[src/rtl/cal_seq_pkg.sv]
package cal_seq_pkg;
  localparam int STEP_W    = 2;
  localparam int MAX_STEPS = 3;
  localparam int KINDS     = 3;
  localparam int IDX_W     = $clog2(MAX_STEPS + 1);

  localparam logic [STEP_W-1:0] STEP_DAC  = 2'd0;
  localparam logic [STEP_W-1:0] STEP_GAIN = 2'd1;
  localparam logic [STEP_W-1:0] STEP_OFFS = 2'd2;

  typedef struct packed {
    logic [IDX_W-1:0]                    len;
    logic [MAX_STEPS-1:0][STEP_W-1:0]    seq;
  } plan_t;
endpackage

[src/rtl/cal_seq_plan.sv]
module cal_seq_plan
  import cal_seq_pkg::*;
(
  input  logic [1:0] sel_i,
  output plan_t      plan_o
);
  always_comb begin
    plan_o = '0;
    unique case (sel_i)
      2'b00: begin
        plan_o.len    = IDX_W'(3);
        plan_o.seq[0] = STEP_DAC;
        plan_o.seq[1] = STEP_GAIN;
        plan_o.seq[2] = STEP_OFFS;
      end
      2'b01: begin
        plan_o.len    = IDX_W'(2);
        plan_o.seq[0] = STEP_GAIN;
        plan_o.seq[1] = STEP_OFFS;
      end
      2'b10: begin
        plan_o.len    = IDX_W'(1);
        plan_o.seq[0] = STEP_OFFS;
      end
      default: begin
        plan_o.len    = IDX_W'(1);
        plan_o.seq[0] = STEP_GAIN;
      end
    endcase
  end
endmodule

[src/rtl/cal_seq_fsm.sv]
module cal_seq_fsm
  import cal_seq_pkg::*;
(
  input  logic              clk,
  input  logic              rst_n,
  input  logic              start_i,
  input  logic              mode_i,
  input  plan_t             plan_i,
  input  logic              step_done_i,
  output logic              busy_o,
  output logic              mode_o,
  output logic [STEP_W-1:0] step_o,
  output logic              done_o
);
  plan_t            plan_q;
  logic [IDX_W-1:0] idx_q;
  logic             busy_q, mode_q, done_q;
  logic             last_step;

  assign last_step = (idx_q + IDX_W'(1)) == plan_q.len;

  always_ff @(posedge clk) begin
    if (!rst_n) begin
      plan_q <= '0;
      idx_q  <= '0;
      busy_q <= 1'b0;
      mode_q <= 1'b0;
      done_q <= 1'b0;
    end else begin
      done_q <= 1'b0;
      if (!busy_q) begin
        if (start_i) begin
          busy_q <= 1'b1;
          plan_q <= plan_i;
          mode_q <= mode_i;
          idx_q  <= '0;
        end
      end else if (step_done_i) begin
        if (last_step) begin
          busy_q <= 1'b0;
          done_q <= 1'b1;
        end else begin
          idx_q <= idx_q + IDX_W'(1);
        end
      end
    end
  end

  assign busy_o = busy_q;
  assign mode_o = mode_q;
  assign done_o = done_q;
  assign step_o = (idx_q < IDX_W'(MAX_STEPS)) ? plan_q.seq[idx_q[$clog2(MAX_STEPS)-1:0]] : STEP_DAC;
endmodule

[src/rtl/cal_seq_reqdec.sv]
module cal_seq_reqdec
  import cal_seq_pkg::*;
(
  input  logic              busy_i,
  input  logic              mode_i,
  input  logic [STEP_W-1:0] step_i,
  output logic [KINDS-1:0]  req_o,
  output logic              sys_o
);
  for (genvar k = 0; k < KINDS; k++) begin : g_req
    assign req_o[k] = busy_i && (step_i == STEP_W'(k));
  end
  assign sys_o = busy_i && mode_i && (step_i != STEP_DAC);
endmodule

[src/rtl/cal_seq.sv]
module cal_seq
  import cal_seq_pkg::*;
(
  input  logic             clk,
  input  logic             rst_n,
  input  logic             start_i,
  input  logic             mode_i,
  input  logic [1:0]       sel_i,
  input  logic             step_done_i,
  output logic             busy_o,
  output logic [KINDS-1:0] step_req_o,
  output logic             step_sys_o,
  output logic             cal_done_o
);
  plan_t             plan;
  logic              run_mode;
  logic [STEP_W-1:0] cur_step;

  cal_seq_plan u_plan (
    .sel_i  (sel_i),
    .plan_o (plan)
  );

  cal_seq_fsm u_fsm (
    .clk         (clk),
    .rst_n       (rst_n),
    .start_i     (start_i),
    .mode_i      (mode_i),
    .plan_i      (plan),
    .step_done_i (step_done_i),
    .busy_o      (busy_o),
    .mode_o      (run_mode),
    .step_o      (cur_step),
    .done_o      (cal_done_o)
  );

  cal_seq_reqdec u_dec (
    .busy_i (busy_o),
    .mode_i (run_mode),
    .step_i (cur_step),
    .req_o  (step_req_o),
    .sys_o  (step_sys_o)
  );
endmodule

[config.mk]
export PLATFORM = sky130hd
export DESIGN_NAME = cal_seq
export DESIGN_NICKNAME = d
export VERILOG_FILES = /design/src/rtl/cal_seq_pkg.sv /design/src/rtl/cal_seq_plan.sv /design/src/rtl/cal_seq_fsm.sv /design/src/rtl/cal_seq_reqdec.sv /design/src/rtl/cal_seq.sv
export SDC_FILE = /design/constraint.sdc
export NUM_CORES = 1
export LEC_CHECK = 0
export BUFFER_PORTS_ARGS = -buffer_cell sky130_fd_sc_hd__buf_4
export CORE_MARGIN = 5
export CORE_UTILIZATION = 41
export CTS_CLUSTER_DIAMETER = 120
export DETAILED_ROUTE_END_ITERATION = 7
export PLACE_DENSITY = 0.74
export SLEW_MARGIN = 15
export SYNTH_ARGS = -nofsm -noshare
export SYNTH_HDL_FRONTEND = slang
export SYNTH_SLANG_ARGS = --single-unit
[constraint.sdc]
create_clock -name clk -period 1.65 [get_ports clk]
set_clock_uncertainty 0.15 [all_clocks]
set_input_delay 0.0825 -clock clk [delete_from_list [all_inputs] [get_ports clk]]
set_output_delay 0.0825 -clock clk [all_outputs]
set_load 0.1 [all_outputs]
Word level (Yosys, flattened, before mapping)
Cells that the tools add are included.
Word-level totals
  input bits: 7
  register bits after elaboration: 13
  word-level logic and storage cells: 47
  output and inout bits: 6
Cells by class
  add/subtract/negate cells: 1
  bitwise logic cells: 1
  magnitude comparators: 2
  eq/ne operators: 7
  reductions and logical operators: 12
  mux-type cells: 16
Operators with widths (count)
  $mux 2: 7
  $pmux 2 s2: 3
  $reduce_and 3->1: 2
  $logic_and 1x1->1: 5
  $mux 1: 5
  $bmux 2 s2: 1
  $eq 2x1->1 const B: 2
  $eq 2x2->1 const B: 2
  $logic_not 2->1: 2
  $ne 2x2->1 const B: 2
  $reduce_bool 2->1: 2
  $lt 2x3->1 const B: 1
  $add 2x1->2 const B: 1
  $eq 2x2->1: 1
  $lt 2x2->1 const B: 1
  $reduce_and 2->1: 1
  $not 1->1: 1

Longest topological paths before layout
Gate-level depths: netlist of run 1.
  depth in word-level cells: 5
  mapped depth: 5
  gate-level depth less buffers: 5

Hierarchy
A second synthesis of run 1 with hierarchy kept.
Unflattened totals
  cells, all modules: 82
  area total of the unflattened synthesis: 690.7 um2
By module, submodules not included
  cal_seq_fsm: cells each 69, sequential area each 260.2 um2, area each 599.3 um2, instances 1
  cal_seq_plan: cells each 9, sequential area each 0.0 um2, area each 51.3 um2, instances 1
  cal_seq_reqdec: cells each 4, sequential area each 0.0 um2, area each 40.0 um2, instances 1

Worst setup path after synthesis of run 1
OpenSTA, ideal clock, no wires.
  kind: register to output
  start point: register u_fsm.busy_q, in the netlist u_fsm.busy_o
  end point: output port step_sys_o
  required time: 1417 ps
  setup slack: -1365 ps
  data arrival time: 2782 ps
  stages on the path, launching flop included: 4
  path buffers: 1
  cell sequence: dfxtp_1 buf_2 nand2_1 a21oi_1
On the way
  cells in the longest elaborated chain, start to end: 2
Ends and longest elaborated chain
  from (decl): RTL line cal_seq_fsm.sv:17  | logic busy_q, mode_q, done_q;
  from (signal assigned): RTL line cal_seq_fsm.sv:26  | busy_q <= 1'b0;
  from (signal assigned): RTL line cal_seq_fsm.sv:33  | busy_q <= 1'b1;
  from (signal assigned): RTL line cal_seq_fsm.sv:40  | busy_q <= 1'b0;
  $logic_and 1x1->1 (2 in a row): RTL line cal_seq_reqdec.sv:13  | assign sys_o = busy_i && mode_i && (step_i != STEP_DAC);
  to (decl): RTL line cal_seq.sv:12  | output logic step_sys_o,
No other way between the ends.

Worst setup path in the final report of run 1
  start point: register u_fsm.idx_q[1]
  end point: output port step_req_o[1]
On the way
  cells in the longest elaborated chain, start to end: 5
  elaborated cells between the ends (all ways): 6
  those cells by class: order compare: 1; eq/ne: 1; mux: 3; reduce/logical: 1
Ends and longest elaborated chain
  from (decl): RTL line cal_seq_fsm.sv:16  | logic [IDX_W-1:0] idx_q;
  from (signal assigned): RTL line cal_seq_fsm.sv:43  | idx_q <= idx_q + IDX_W'(1);
  $bmux 2 s2: RTL line cal_seq_fsm.sv:52  | assign step_o = (idx_q < IDX_W'(MAX_STEPS)) ? plan_q.seq[idx_q[$clog2(MAX_STEPS)-1:0]] : STEP_DAC;
  $mux 2 (not written as such): RTL line cal_seq_fsm.sv:52
  $mux 2 (*): RTL line cal_seq_fsm.sv:52
  $eq 2x1->1 (*): RTL line cal_seq_reqdec.sv:11  | assign req_o[k] = busy_i && (step_i == STEP_W'(k));
  $logic_and 1x1->1 (*): RTL line cal_seq_reqdec.sv:11
  to (decl): RTL line cal_seq.sv:11  | output logic [KINDS-1:0] step_req_o,
Every way passes the cells marked *; elsewhere a longest branch is shown, timed or not. The select of a mux whose other input is x is not followed.

==> impl_metrics.csv, run 1 <==
group,metric,value,unit
synthesis,ys_seq_elements,11,
finish,utilization,0.680,
synthesis,yosysTopAreaCell,"dfxtp_1",
finish,nFillCells,120,
worst_setup_path,critPathLaunchType,"flip-flop",
clock_network,cts_buffers,3,
timing,fmax,546,MHz
detailed_routing,postRouteAntennaNets,0,
floorplanning,start_util,0.448,
floorplanning,chipHeight,48.4,µm
clock_network,clkTransAtPathRegs,0.07,ns
timing,worst_pin_slew,0.506,ns
synthesis,netlist_area,604,µm²
finish,area_delta_synth_final,52.0,%
worst_setup_path,cp_max_fo,4,
synthesis,avgSynthCellArea,8.63,µm²
grt,grt_start_max_net_pins,13,
status,failed_checks,"negative setup slack",
worst_setup_path,worstSetupEndpointType,"output pin",
power_and_ir_drop,leakage,0.362,nW
clock_network,clockRootBuffer,"clkbuf_4",
timing,slew_headroom,0.662,
timing,rsz0062_at_grt,"yes",
finish,drive_above_1_share,0.370,
timing,worst_hold_slack,0.321,ns
synthesis,synth_area_leaders,"dfxtp_1 36%, nand2_1 6.8%, xor2_4 4.6%, a21oi_1 4.1%, nor2b_1 4.1%",
power_and_ir_drop,p_per_area,755,nW/µm²
clock_network,clockBufferDepth,2,
detailed_routing,wl_per_cell,12.7,µm
timing,hold_viol,0,
worst_setup_path,crit_required,1.42,ns
detailed_routing,vias_per_cell,5.28,
power_and_ir_drop,power.total,0.693,mW
finish,final_area,918,µm²
place,port_buffers,12,
floorplanning,die_x,48.4,µm
floorplanning,rows,13,
grt,grt_pass1_vias,537,
floorplanning,core_area,1350,µm²
floorplanning,ios,13,
synthesis,synthCells,70,
job,cap_violations,0,
grt,grt_pass1_wl,2310,µm
hold_path,min-delay-path-class,"reg -> reg",
finish,nNetsFinal,101,
detailed_routing,vias,565,
grt,grt-ovfl-total,0,
grt,grt_use_total,0.123,
finish,diodes,0,
timing,setup_viol,4,
place,dpl_cell_area,764,µm²
timing,fin_crit,1.83,ns
synthesis,synth_top_area_frac,0.364,
place,place_ws,-0.0228,ns
timing,fin_crit_sh,1.11,
clock_network,clkSinkCount,11,
detailed_routing,drc,0,
detailed_routing,drtIter0Drc,20,
power_and_ir_drop,peakVddDrop,0.461,mV
timing,drv_slew,0,
detailed_routing,first_pass_iters,4,
finish,final_cell_count_no_fill,107,
clock_network,htreeDepth,1,
status,status,"finished with violations",
place,dp_hpwl,961,µm
timing,setup_ws,-0.183,ns
clock_network,clk-insertion-delay-late,0.26,ns
worst_setup_path,crit_arrival,1.60,ns
synthesis,ys_seq_area_frac,0.364,
synthesis,synth_nets,78,
grt,antenna_found_initial,0,
synthesis,ys_types,32,
place,gp_congestion,0.745,
floorplanning,die-area,2340,µm²
timing,tns,-0.594,ns
clock_network,cts_tree,"done",
synthesis,ys_warn_count,0,
place,place_inst,96,
detailed_routing,finalWirelength,1360,µm
worst_setup_path,critPathKind,"reg -> out",
layout make-up:
cell class	instances	area, µm²	area share
inverters	2	7.51	0.00817
well taps	15	18.8	0.0204
repair buffers	22	221	0.241
flip-flops and latches	11	229	0.249
multi-input cells	53	415	0.452
clock buffers	4	26.3	0.0286
repair_timing:
item                       4_1_cts  5_1_grt
hold buffers                     6        0
pin swaps                        2        1
buffers inserted                 1        0
gates resized for setup         16        0
hold endpoints to repair         9        0
setup endpoints to repair        4        4
cells in the final DEF (no fill, tap or decap), drive strengths merged, types with 2 or more instances in the layout:
master / n
mux2i: 2
nand2: 11
a21boi: 3
buf: 16
nor2: 3
nand2b: 2
a21oi: 5
dlygate4sd3: 6
clkbuf: 4
nor3: 2
inv: 2
dfxtp: 11
o21ai: 2
nor2b: 4
nor3b: 3
cell families after synthesis:
| kind of cell | Yosys count | synth area share |
|---|---|---|
| buffers and inverters | 6 | 0.0580 |
| AOI/OAI and AO/OA | 15 | 0.164 |
| xor gates and xnor gates | 2 | 0.0601 |
| and+or+nand+nor | 32 | 0.282 |
| adders and majority gates | 1 | 0.0207 |
| DFF | 11 | 0.364 |
| muxes | 3 | 0.0518 |
path summary, 6_finish.rpt:
path | endpoint | slack, ns | depth (start not counted) | from
hold / removal | u_fsm.plan_q[0] | 0.32 | 2 | u_fsm.plan_q[0]
setup reg to reg | u_fsm.idx_q[0] | 0.10 | 5 | u_fsm.idx_q[1]
hold reg to reg | u_fsm.plan_q[0] | 0.32 | 2 | u_fsm.plan_q[0]
setup / recovery | step_req_o[1] | -0.18 | 5 | u_fsm.idx_q[1]
critical path, cell delays in order, from the launching register on:
cell,delay (ns)
dfxtp_4,0.37
buf_4,0.14
or3_4,0.42
inv_2,0.06
and3_4,0.19
buf_12,0.17
synth_stat cells:
| library cell | number |
|---|---|
| a21boi_0 | 3 |
| a21oi_1 | 5 |
| o22ai_1 | 1 |
| nand2b_1 | 2 |
| nand3b_1 | 1 |
| o31a_1 | 1 |
| o21ai_0 | 2 |
| nor3_1 | 2 |
| mux2_2 | 1 |
| a31oi_1 | 1 |
| nor3b_1 | 3 |
| buf_6 | 1 |
| nand4_1 | 1 |
| nor2_1 | 3 |
| and4_1 | 1 |
| and2_2 | 1 |
| xnor2_1 | 1 |
| clkbuf_1 | 1 |
| ha_1 | 1 |
| a221o_1 | 1 |
| buf_4 | 1 |
| dfxtp_1 | 11 |
| o211a_1 | 1 |
| and3_1 | 1 |
| or3_1 | 1 |
| nand3_1 | 1 |
| mux2i_1 | 2 |
| inv_1 | 2 |
| nand2_1 | 11 |
| xor2_4 | 1 |
| nor2b_1 | 4 |
| buf_2 | 1 |
power by group:
group	leakage [nW]	switching (mW)	internal [mW]
clock	0.0150	0.0880	0.0934
combinational	0.255	0.123	0.0920
sequential	0.0919	0.0177	0.279
total	0.362	0.228	0.465
routing by layer:
metal | vias up | part of all wire | global-route usage
li1 | 289 | - | -
met1 | 254 | 0.42 | 0.138
met2 | 20 | 0.50 | 0.204
met3 | 2 | 0.068 | 0.0336
met4 | 0 | 0.0081 | 0.0737
met5 | - | 0 | 0
sequential cells by signal (all words and copies together), names as in the netlist:
register and flops:
u_fsm.busy_o 1, u_fsm.done_o 1, u_fsm.idx_q 2, u_fsm.mode_o 1, u_fsm.plan_q 6
Power figures use the tool's default switching activity.
==> run 2, diff against run 1 <==
BUFFER_PORTS_ARGS = not set   (was -buffer_cell sky130_fd_sc_hd__buf_4)
DONT_BUFFER_PORTS = 1   (was not set)
PLACE_DENSITY = 0.66   (was 0.74)
==> run 2 against run 1 <==
  * The run still ends with negative setup slack left
  * Largest power group unchanged
  * Critical path type unchanged
  * Register-to-register slack got worse by 0.04 ns
  * Global-route usage decreased by 0.39 points
  * Design area decreased by 2.0%
  * Largest cell class unchanged
  * Clock-buffer cell count decreased by 1
  * Maximum frequency decreased by 1.2%
  * Non-clock buffer count decreased by 4
  * Die area unchanged
  * Core utilization decreased by 1.4 points
  * Worst setup slack got worse by 0.021 ns
==> impl_metrics.csv, run 2 (synthesis results as in run 1) <==
group,metric,value,unit
timing,hold_viol,0,
grt,grt_use_total,0.119,
grt,grtUsageMet3,0.0336,
grt,top_usage_layer,"met2",
worst_setup_path,critPathLaunchType,"flip-flop",
worst_setup_path,critPathKind,"reg -> out",
floorplanning,ios,13,
timing,setup_ws,-0.204,ns
power_and_ir_drop,intPower,0.462,mW
finish,nNetsFinal,97,
clock_network,htreeDepth,1,
detailed_routing,finalWirelength,1320,µm
detailed_routing,postRouteAntennaNets,0,
timing,fin_crit,1.85,ns
worst_setup_path,worstSetupEndpointType,"output pin",
status,failed_checks,"negative setup slack",
status,status,"finished with violations",
floorplanning,core_area,1350,µm²
power_and_ir_drop,swShare,0.335,
hold_path,hp-start,"step_done_i",
hold_path,min-delay-path-class,"in -> reg",
grt,antenna_found_initial,0,
timing,setup_viol,4,
power_and_ir_drop,leakage,0.351,nW
floorplanning,die_x,48.4,µm
worst_setup_path,reg2reg_from,"u_fsm.idx_q[1]",
clock_network,cts_buffers,3,
finish,largest_registers,"u_fsm.plan_q (6), u_fsm.idx_q (2)",
power_and_ir_drop,power_frac_seq,0.428,
power_and_ir_drop,pwr-share-clk,0.263,
finish,final_cell_mix,"10 x nand2_1, 8 x dfxtp_1, 7 x buf_4",
timing,fin_crit_sh,1.12,
worst_setup_path,startpoint,"u_fsm.idx_q[1]",
place,gp_congestion,0.773,
timing,drv_slew,0,
worst_setup_path,crit_required,1.42,ns
clock_network,clk-insertion-delay-late,0.27,ns
grt,globalRouteMet1Util,0.149,
grt,grt-ovfl-total,0,
finish,final_area,900,µm²
timing,worst_hold_slack,0.0235,ns
floorplanning,start_util,0.448,
grt,grt_pass1_vias,486,
finish,utilization,0.666,
place,dp_hpwl,956,µm
finish,largest-register,"u_fsm.plan_q",
place,dpl_cell_area,785,µm²
floorplanning,rows,13,
timing,worst_pin_slew,0.354,ns
timing,fmax,539,MHz
detailed_routing,first_pass_iters,4,
clock_network,clockRootBuffer,"clkbuf_4",
floorplanning,chipHeight,48.4,µm
detailed_routing,drc,0,
power_and_ir_drop,peakVddDrop,0.418,mV
floorplanning,die-area,2340,µm²
grt,grt_pass1_wl,2240,µm
detailed_routing,vias_per_cell,5.43,
timing,slew_headroom,0.763,
grt,grt_use_met2,0.180,
timing,rsz0062_at_grt,"yes",
detailed_routing,vias,559,
clock_network,clockBufferDepth,2,
job,cap_violations,0,
power_and_ir_drop,power.total,0.694,mW
worst_setup_path,crit_arrival,1.62,ns
place,place_ws,0.0481,ns
finish,area_delta_synth_final,48.9,%
clock_network,clkSinkCount,11,
power_and_ir_drop,p_per_area,771,nW/µm²
power_and_ir_drop,switchingPower,0.232,mW
place,port_buffers,0,
finish,drive_above_1_share,0.364,
clock_network,clkTransAtPathRegs,0.07,ns
finish,mostFrequentLayoutCell,"nand2_1",
grt,grt_start_max_net_pins,13,
worst_setup_path,cp_max_fo,6,
power_and_ir_drop,power_frac_comb,0.309,
finish,diodes,0,
detailed_routing,drtIter0Drc,12,
clock_network,cts_tree,"done",
detailed_routing,wl_per_cell,12.8,µm
finish,largest_reg_flops,6,
==> run 2: cell types whose count changed in the layout (fill, tap and decap cells not counted) <==
cell and change:
buf_12 +1, buf_4 -5, clkbuf_1 -1, clkinv_2 +1, ha_2 +1, ha_4 -1, xnor2_1 -1, xnor2_2 +1
==> run 2: layout make-up <==
class                           instances  area, µm²
Fill cell                             100        450
Multi-Input combinational cell         53        413
Sequential cell                        11        229
Timing Repair Buffer                   18        204
Clock buffer                            3       22.5
Tap cell                               15       18.8
Inverter                                2       7.51
Clock inverter                          1       5.00
==> run 2: power by group through the flow <==
stage / sequential, mW / combinational, mW / clock, mW
2_1_floorplan: 0.314 / 0.133 / 0
3_3_place_gp: 0.302 / 0.186 / 0
3_5_place_dp: 0.303 / 0.187 / 0
4_1_cts: 0.297 / 0.209 / 0.190
5_1_grt: 0.300 / 0.227 / 0.207
6_report: 0.297 / 0.214 / 0.183
==> run 2: critical path: stages (launching register included) <==
cell and delay, ns:
dfxtp_4 0.36, ha_2 0.17, or3_4 0.40, inv_2 0.06, and3_4 0.19, buf_12 0.17
==> run 2: repair_timing <==
item,4_1_cts,5_1_grt
setup endpoints to repair,4,5
hold buffers,6,0
pin swaps,1,2
gates resized for setup,3,4
setup buffers,1,0
hold endpoints to repair,11,0
==> run 2: final timing paths <==
check / cells after the start / end / slack (ns)
setup / recovery: 5 / step_req_o[1] / -0.20
hold / removal: 3 / u_fsm.idx_q[0] / 0.02
setup reg to reg: 5 / u_fsm.idx_q[0] / 0.06
hold reg to reg: 2 / u_fsm.mode_o / 0.32
==> run 2: layer usage <==
metal  wire, µm  vias up
met5          0        -
met4         25        0
met3         75        4
met2        582       12
met1        630      261
li1           -      282
==> run 2: through the flow <==
step | setup TNS (ns) | cells
finish | -0.631 | 103
global route | -0.879 | 103
CTS | -0.862 | 103
detailed placement | 0 | 92
global placement | 0 | 92
floorplan | -0.0988 | 70
==> run 3, diff against run 2 <==
REMOVE_ABC_BUFFERS = 1   (was not set)
==> run 3 against run 2 <==
  * The flow still finishes with violations (negative setup slack)
  * Global-route usage up 1.2 points
  * Wire length up 5.3%
  * Non-clock buffer count up 3
  * Sequential power about the same
  * Via count up 2.0%
  * Combinational power about the same
  * Worst setup slack better by 0.019 ns
  * First-iteration DRC count down 42%
  * Sequential share of layout area down 0.24 points
  * Design area up 0.42%
  * Maximum frequency up 1.1%
==> impl_metrics.csv, run 3 (synthesis results as in run 1) <==
group,metric,value,unit
worst_setup_path,crit_required,1.42,ns
status,failed_checks,"negative setup slack",
clock_network,clkSinkCount,11,
finish,largest_registers,"u_fsm.plan_q (6), u_fsm.idx_q (2)",
detailed_routing,drc,0,
floorplanning,start_util,0.448,
detailed_routing,finalWirelength,1390,µm
detailed_routing,wl_per_cell,13.1,µm
floorplanning,chipHeight,48.4,µm
place,dpl_cell_area,759,µm²
grt,grt-ovfl-total,0,
grt,antenna_found_initial,0,
clock_network,clockRootBuffer,"clkbuf_4",
power_and_ir_drop,p_per_area,765,nW/µm²
hold_path,min-delay-path-class,"in -> reg",
clock_network,clkTransAtPathRegs,0.07,ns
finish,largest-register,"u_fsm.plan_q",
power_and_ir_drop,peakVddDrop,0.455,mV
timing,worst_hold_slack,0.00347,ns
finish,drive_above_1_share,0.341,
timing,tns,-0.653,ns
finish,final_cell_mix,"11 x nand2_1, 11 x buf_4, 9 x dfxtp_1",
detailed_routing,drtIter0Drc,7,
timing,setup_viol,4,
finish,diodes,0,
floorplanning,ios,13,
finish,area_delta_synth_final,49.5,%
timing,drv_slew,0,
clock_network,htreeDepth,1,
clock_network,cts_buffers,3,
place,dp_hpwl,935,µm
finish,final_area,903,µm²
finish,largest_reg_flops,6,
place,gp_congestion,0.771,
worst_setup_path,cp_max_fo,4,
finish,nNetsFinal,100,
clock_network,clockBufferDepth,2,
floorplanning,rows,13,
place,port_buffers,0,
detailed_routing,vias_per_cell,5.38,
detailed_routing,vias,570,
timing,setup_ws,-0.185,ns
clock_network,cts_tree,"done",
job,cap_violations,0,
timing,fmax,545,MHz
worst_setup_path,crit_arrival,1.60,ns
grt,grt_pass1_vias,552,
grt,grt_start_max_net_pins,12,
grt,grt_use_total,0.131,
timing,worst_pin_slew,0.493,ns
timing,slew_headroom,0.670,
floorplanning,core_area,1350,µm²
floorplanning,die_x,48.4,µm
timing,rsz0062_at_grt,"yes",
worst_setup_path,critPathLaunchType,"flip-flop",
clock_network,clk-insertion-delay-late,0.27,ns
floorplanning,die-area,2340,µm²
power_and_ir_drop,power.total,0.692,mW
worst_setup_path,critPathKind,"reg -> out",
detailed_routing,postRouteAntennaNets,0,
power_and_ir_drop,leakage,0.356,nW
timing,hold_viol,0,
status,status,"finished with violations",
timing,fin_crit,1.83,ns
place,place_ws,-0.00305,ns
timing,fin_crit_sh,1.11,
detailed_routing,first_pass_iters,4,
worst_setup_path,worstSetupEndpointType,"output pin",
grt,grt_pass1_wl,2500,µm
[run 3: final cells by class]
cell class | count | area, µm²
timing repair buffer | 21 | 223
fill | 103 | 447
sequential | 11 | 228
tap | 15 | 18.8
multi-input combinational | 53 | 400
inverter | 2 | 7.51
clock buffer | 4 | 26.3
[run 3: what timing repair did]
action / CTS / global route
setup buffers: 1 / 0
hold buffers: 6 / 0
endpoints found under the hold margin: 11 / 0
setup endpoints to repair: 4 / 4
pin swaps: 4 / 2
gates cloned: 0 / 0
gates resized for setup: 13 / 0
[run 3: critical path: stages, from the launching register on]
cell	delay, ns
dfxtp_4	0.37
ha_4	0.16
or3_4	0.40
inv_2	0.06
and3_4	0.19
buf_12	0.17
[run 3: stage by stage]
stage,std cells,util
6_report,106,0.669
5_1_grt,106,0.669
4_1_cts,106,0.669
3_5_place_dp,95,0.563
3_3_place_gp,95,0.563
2_1_floorplan,66,-
[run 3: where the power goes]
part	leakage, nW	internal [mW]	total [mW]	switching [mW]
combinational	0.249	0.0959	0.216	0.120
sequential	0.0917	0.279	0.295	0.0158
clock	0.0150	0.0935	0.181	0.0876
[run 3: layer usage]
layer	vias up	global-route usage	routed length (µm)
met4	0	0.0829	27
met5	-	0	0
met1	263	0.161	643
met2	14	0.200	637
li1	289	-	-
met3	4	0.0336	76
[run 3: path summary, 6_finish.rpt]
| kind | startpoint | to | slack (ns) | cells after the start |
|---|---|---|---|---|
| worst max-delay path | u_fsm.idx_q[1] | step_req_o[1] | -0.18 | 5 |
| worst min-delay path | sel_i[0] | u_fsm.plan_q[6] | 0.003 | 2 |
| worst max register to register | u_fsm.idx_q[1] | u_fsm.idx_q[0] | 0.11 | 5 |
| worst min register to register | u_fsm.mode_o | u_fsm.mode_o | 0.33 | 2 |
